[src/rtl/alu_pkg.sv]
package alu_pkg;

  typedef enum logic [3:0] {
    OP_ADD  = 4'd0,
    OP_ADC  = 4'd1,
    OP_SUB  = 4'd2,
    OP_SBB  = 4'd3,
    OP_CMP  = 4'd4,
    OP_AND  = 4'd5,
    OP_OR   = 4'd6,
    OP_XOR  = 4'd7,
    OP_PASS = 4'd8
  } alu_op_e;

  // bit 0 = carry ... bit 5 = overflow
  typedef struct packed {
    logic of;
    logic sf;
    logic zf;
    logic af;
    logic pf;
    logic cf;
  } alu_flags_t;

  localparam int FLAG_BITS = $bits(alu_flags_t);

  function automatic logic even_ones(input logic [7:0] v);
    return ~^v;
  endfunction

  function automatic logic signed_ovf(input logic sa, input logic sb_eff, input logic sr);
    // same-sign inputs producing an opposite-sign result
    return (sa == sb_eff) && (sr != sa);
  endfunction

endpackage

[src/rtl/alu_addsub.sv]
module alu_addsub #(
  parameter int W = 16
) (
  input  logic [W-1:0] a,
  input  logic [W-1:0] b,
  input  logic         cin,
  input  logic         sub,
  input  logic         byte_mode,
  output logic [W-1:0] sum,
  output logic         cout,
  output logic         aux,
  output logic         ovf
);
  import alu_pkg::*;

  localparam int H = W / 2;

  logic [W-1:0] b_eff;
  logic         c_eff;
  logic [W:0]   wide;
  logic [H:0]   narrow;
  logic [4:0]   nib;
  logic         raw_carry;

  always_comb begin
    b_eff  = sub ? ~b : b;
    c_eff  = sub ? ~cin : cin;
    wide   = {1'b0, a} + {1'b0, b_eff} + {{W{1'b0}}, c_eff};
    narrow = {1'b0, a[H-1:0]} + {1'b0, b_eff[H-1:0]} + {{H{1'b0}}, c_eff};
    nib    = {1'b0, a[3:0]} + {1'b0, b_eff[3:0]} + {4'b0000, c_eff};
    if (byte_mode) begin
      sum       = {{(W-H){1'b0}}, narrow[H-1:0]};
      raw_carry = narrow[H];
      ovf       = signed_ovf(a[H-1], b_eff[H-1], narrow[H-1]);
    end else begin
      sum       = wide[W-1:0];
      raw_carry = wide[W];
      ovf       = signed_ovf(a[W-1], b_eff[W-1], wide[W-1]);
    end
    // inverted carry of a + ~b + ~cin is the borrow
    cout = raw_carry ^ sub;
    aux  = nib[4] ^ sub;
  end

endmodule

[src/rtl/alu_logic.sv]
module alu_logic #(
  parameter int W = 16
) (
  input  alu_pkg::alu_op_e op,
  input  logic [W-1:0]     a,
  input  logic [W-1:0]     b,
  input  logic             byte_mode,
  output logic [W-1:0]     out
);
  import alu_pkg::*;

  localparam int H = W / 2;

  logic [W-1:0] full;
  logic [W-1:0] keep;

  always_comb begin
    unique case (op)
      OP_AND:  full = a & b;
      OP_OR:   full = a | b;
      OP_XOR:  full = a ^ b;
      default: full = b;
    endcase
    keep = byte_mode ? {{(W-H){1'b0}}, {H{1'b1}}} : {W{1'b1}};
    out  = full & keep;
  end

endmodule

[src/rtl/alu_flagreg.sv]
module alu_flagreg (
  input  logic                clk,
  input  logic                rst_n,
  input  logic                we,
  input  alu_pkg::alu_flags_t d,
  output alu_pkg::alu_flags_t q
);

  always_ff @(posedge clk or negedge rst_n) begin
    if (!rst_n)  q <= '0;
    else if (we) q <= d;
  end

endmodule

[src/rtl/alu_core.sv]
module alu_core #(
  parameter int W = 16
) (
  input  logic         clk,
  input  logic         rst_n,
  input  logic [W-1:0] op_a,
  input  logic [W-1:0] op_b,
  input  logic [3:0]   opcode,
  input  logic         byte_mode,
  input  logic         flag_we,
  output logic [W-1:0] result,
  output logic         result_wr,
  output logic [5:0]   flags
);
  import alu_pkg::*;

  localparam int H = W / 2;

  alu_op_e    op;
  logic       is_arith;
  logic       is_sub;
  logic       uses_cf;
  logic       carry_in;
  logic [W-1:0] arith_val;
  logic [W-1:0] logic_val;
  logic [W-1:0] alu_value;   // value the flags describe
  logic       arith_cout;
  logic       arith_aux;
  logic       arith_ovf;
  alu_flags_t flags_next;
  alu_flags_t flags_q;

  always_comb begin
    op       = alu_op_e'(opcode);
    is_arith = (op == OP_ADD) || (op == OP_ADC) || (op == OP_SUB) ||
               (op == OP_SBB) || (op == OP_CMP);
    is_sub   = (op == OP_SUB) || (op == OP_SBB) || (op == OP_CMP);
    uses_cf  = (op == OP_ADC) || (op == OP_SBB);
    carry_in = uses_cf & flags_q.cf;
  end

  alu_addsub #(.W(W)) u_addsub (
    .a(op_a), .b(op_b), .cin(carry_in), .sub(is_sub), .byte_mode(byte_mode),
    .sum(arith_val), .cout(arith_cout), .aux(arith_aux), .ovf(arith_ovf)
  );

  alu_logic #(.W(W)) u_logic (
    .op(op), .a(op_a), .b(op_b), .byte_mode(byte_mode), .out(logic_val)
  );

  always_comb begin
    alu_value     = is_arith ? arith_val : logic_val;
    flags_next.cf = is_arith & arith_cout;
    flags_next.af = is_arith & arith_aux;
    flags_next.of = is_arith & arith_ovf;
    flags_next.pf = even_ones(alu_value[7:0]);
    flags_next.zf = byte_mode ? (alu_value[H-1:0] == '0) : (alu_value == '0);
    flags_next.sf = byte_mode ? alu_value[H-1] : alu_value[W-1];
  end

  alu_flagreg u_flags (
    .clk(clk), .rst_n(rst_n), .we(flag_we), .d(flags_next), .q(flags_q)
  );

  assign result    = (op == OP_CMP) ? op_a : alu_value;
  assign result_wr = (op != OP_CMP);
  assign flags     = flags_q;

endmodule

[config.mk]
export PLATFORM = sky130hd
export DESIGN_NAME = alu_core
export DESIGN_NICKNAME = d
export VERILOG_FILES = /design/src/rtl/alu_pkg.sv /design/src/rtl/alu_addsub.sv /design/src/rtl/alu_logic.sv /design/src/rtl/alu_flagreg.sv /design/src/rtl/alu_core.sv
export SDC_FILE = /design/constraint.sdc
export NUM_CORES = 1
export LEC_CHECK = 0
export BUFFER_PORTS_ARGS = -buffer_cell sky130_fd_sc_hd__buf_2
export CORE_ASPECT_RATIO = 0.6
export CORE_MARGIN = 10
export CORE_UTILIZATION = 48
export DETAILED_ROUTE_END_ITERATION = 8
export HOLD_SLACK_MARGIN = 0.12
export PLACE_DENSITY = 0.71
export SYNTH_ARGS = -nofsm -noshare
export SYNTH_HDL_FRONTEND = slang
export SYNTH_HIERARCHICAL = 1
export SYNTH_SLANG_ARGS = --single-unit
[constraint.sdc]
create_clock -name clk -period 4.85 [get_ports clk]
set_input_delay 0.2425 -clock clk [delete_from_list [all_inputs] [get_ports clk]]
set_output_delay 0.2425 -clock clk [all_outputs]
set_load 0.01 [all_outputs]
==> impl_metrics.tcl <==
set metrics [dict create \
    regMostFlops "u_flags/q" \
    yosys.area.top_type_share_pct 20.8 \
    ant_nets 0 \
    period_share_pct 88.5 \
    path_cells "buf_2, or4b_1, a211oi_4, xor2_1, fa_1, fa_1, nand3_1, a211oi_1, o311ai_2, nand2_1, nand2_1, nor3b_1, nand3_1, a31oi_1, buf_2" \
    total_power_uw 625 \
    antenna_cells 0 \
    final_cell_mix "62 x buf_2, 51 x ha_1, 39 x inv_1" \
    r2r_setup_slack_ns 1.04 \
    critical_path.startpoint "opcode[0]" \
    critPathTopFamily "simple AND/OR/NAND/NOR gates" \
    finalSetupTns_ns 0 \
    grt_start_max_net_pins 44 \
    yosys_register_bits 6 \
    maxCapViolCount 0 \
    final_common_cell "buf_2" \
    detail_route.wl_per_cell_um 17.9 \
    wirelength_um 9710 \
    grt_pass1_vias 3150 \
    hold_ws_ns 0.381 \
    cts_tree "built" \
    ys.flop_type "dfrtp_1" \
    io_pins 63 \
    final_cells 542 \
    cp.required_ns 4.61 \
    vias 3258 \
    grt_first_pass_wirelength_um 15800 \
    core_area_sq_um 6170 \
    cts_made_buffers 3 \
    hold_viol 0 \
    cts_setup_buffers 0 \
    cts_resized 0 \
    largest_reg_flops 6 \
    path_buf_inv 2 \
    worst_path_max_delay_cell "or4b_1" \
    clk-insertion-delay-late_ns 0.22 \
    slowest_delay_ns 0.58 \
    p_leak_nw 1.73 \
    yosys.cell_types.count 60 \
    start_util_pct 49.7 \
    setup.worst_path.end "result[12]" \
    drive_gt1_share_pct 22.7 \
    rsz0062_at_grt "false" \
    grt-ovfl-total 0 \
    drc_errors 0 \
    synth-edff-count 0 \
    path_max_fanout 4 \
    start_kind "input pin" \
    nets 553 \
    track_usage_pct 19.0 \
    period_minus_slack_ns 4.29 \
    tightest_slew_ns 0.836 \
    synth_area_leaders "ha_1 21%, xor2_1 6.0%, a21oi_1 5.2%, dfrtp_1 4.9%, inv_1 4.8%" \
    seq_area_frac_synth_pct 4.90 \
    dpl.hpwl_um 7730 \
    core.rowCount 22 \
    path_clk_slew_ns 0.04 \
    top_regs "u_flags/q x6" \
    syn_area_per_cell_sq_um 7.42 \
    syn_inst 413 \
    antenna_found_initial 0 \
    dpl.cell_count 538 \
    fillers 630 \
    via_per_inst 6.01 \
    maxSlewHeadroom_pct 44.3 \
    end_kind "output port" \
    fin_worst_skew_ns 0.000737 \
    gp_congestion 0.930 \
    port_buffers 62 \
    crit_type "input pin to output port" \
    maxSlewViolCount 0 \
    yosysWarningCount 6 \
    drtPass1Iterations 5 \
    clock_sinks 6 \
    setup_viol 0 \
    syn-cell-area_sq_um 3070 \
    reg2reg_from "u_flags/q[0]" \
    fmax_mhz 233 \
    multi_input_area_sq_um 2600 \
    syn_nets 506 \
    die_w_um 123 \
    cts_hold_buf 1 \
    r2r_end "u_flags/q[1]" \
    drt-initial-drc-count 385 \
    dieHeight_um 81.9 \
    seq_area_sq_um 150 \
    status "finished clean" \
    p_per_area_nw_per_um2 183 \
    synth_top_area_cell "ha_1" \
    ir_worst_vdd_v 0.000126 \
    async_flop_share_pct 100 \
    hold_path.class "input pin to asynchronous set/reset pin" \
    cts_max_level 1 \
    max-clock-path-buffers 2 \
    cp.depth 15 \
    cts-root-buf "clkbuf_8" \
    arrival_ns 4.05 \
    area_delta_synth_final_pct 11.6 \
    reg2reg_depth 16 \
    die-area_sq_um 10100 \
]
-- worst min-delay path by stage --
stage	start	to	cells after the start
final	rst_n	u_flags/q[5]	2
after floorplan	rst_n	u_flags/q[0]	0
after detailed placement	rst_n	u_flags/q[4]	1
after global routing	rst_n	u_flags/q[5]	2
after global placement	rst_n	u_flags/q[2]	1
after CTS	rst_n	u_flags/q[5]	2
-- area by class of cell --
cell class,instances,share of cell area [%]
clock buffer,3,1.21
sequential,6,4.39
inverter,39,4.28
multi-input combinational,339,75.9
timing repair buffer,71,11.1
tap,84,3.07
-- power breakdown --
group / switching (mW) / leakage (nW) / internal, mW
clock: 0.0203 / 0.0216 / 0.0532
combinational: 0.276 / 1.63 / 0.209
sequential: 0.00656 / 0.0784 / 0.0599
total: 0.303 / 1.73 / 0.323
-- kinds of logic (layout without fill, tap and decap cells) --
logic type / after synthesis / in the layout / share of synthesized area (%)
XOR/XNOR: 30 / 30 / 8.57
adder cells (fa/ha/maj): 53 / 53 / 22.1
AND/OR/NAND/NOR: 116 / 116 / 18.7
multiplexers: 17 / 17 / 7.39
AO/OA/AOI/OAI: 123 / 123 / 27.6
buffers and inverters: 68 / 113 / 10.7
flip-flops: 6 / 6 / 4.90
-- cells in the mapped netlist, types with 2 or more instances --
library cell,count
ha_1,51
inv_1,39
nor2_1,38
a21oi_1,32
nand3_1,21
xor2_1,21
o21ai_0,20
a31oi_1,18
a211oi_1,16
nand2_1,15
and2_1,9
buf_2,9
clkbuf_1,9
xnor2_1,9
nor3_1,8
a21o_1,7
buf_6,7
mux2_4,7
o32a_1,7
dfrtp_1,6
mux2_2,6
and3_1,4
nor4_1,4
a21oi_2,3
nand4_1,3
nor2b_1,3
a211oi_2,2
a221oi_1,2
fa_1,2
mux2i_1,2
nand2b_1,2
nor2_2,2
o21a_1,2
-- routing by layer --
layer  track usage [%]  routed length (um)  vias to the layer above
li1                  -                   -                     1567
met1              28.1                4840                     1546
met2              27.7                3830                      141
met3              4.38                1020                        4
met4              2.20                  15                        0
met5                 0                   0                        -
-- metrics by stage --
stage,setup WS (ns),area [sq um],utilization (%)
floorplan,0.367,3070,-
global placement,0.510,3370,54.7
detailed placement,0.349,3370,54.7
CTS,0.557,3420,55.5
global route,0.266,3420,55.5
finish,0.557,3420,55.5
No activity file was read; power rests on OpenSTA's default activity.
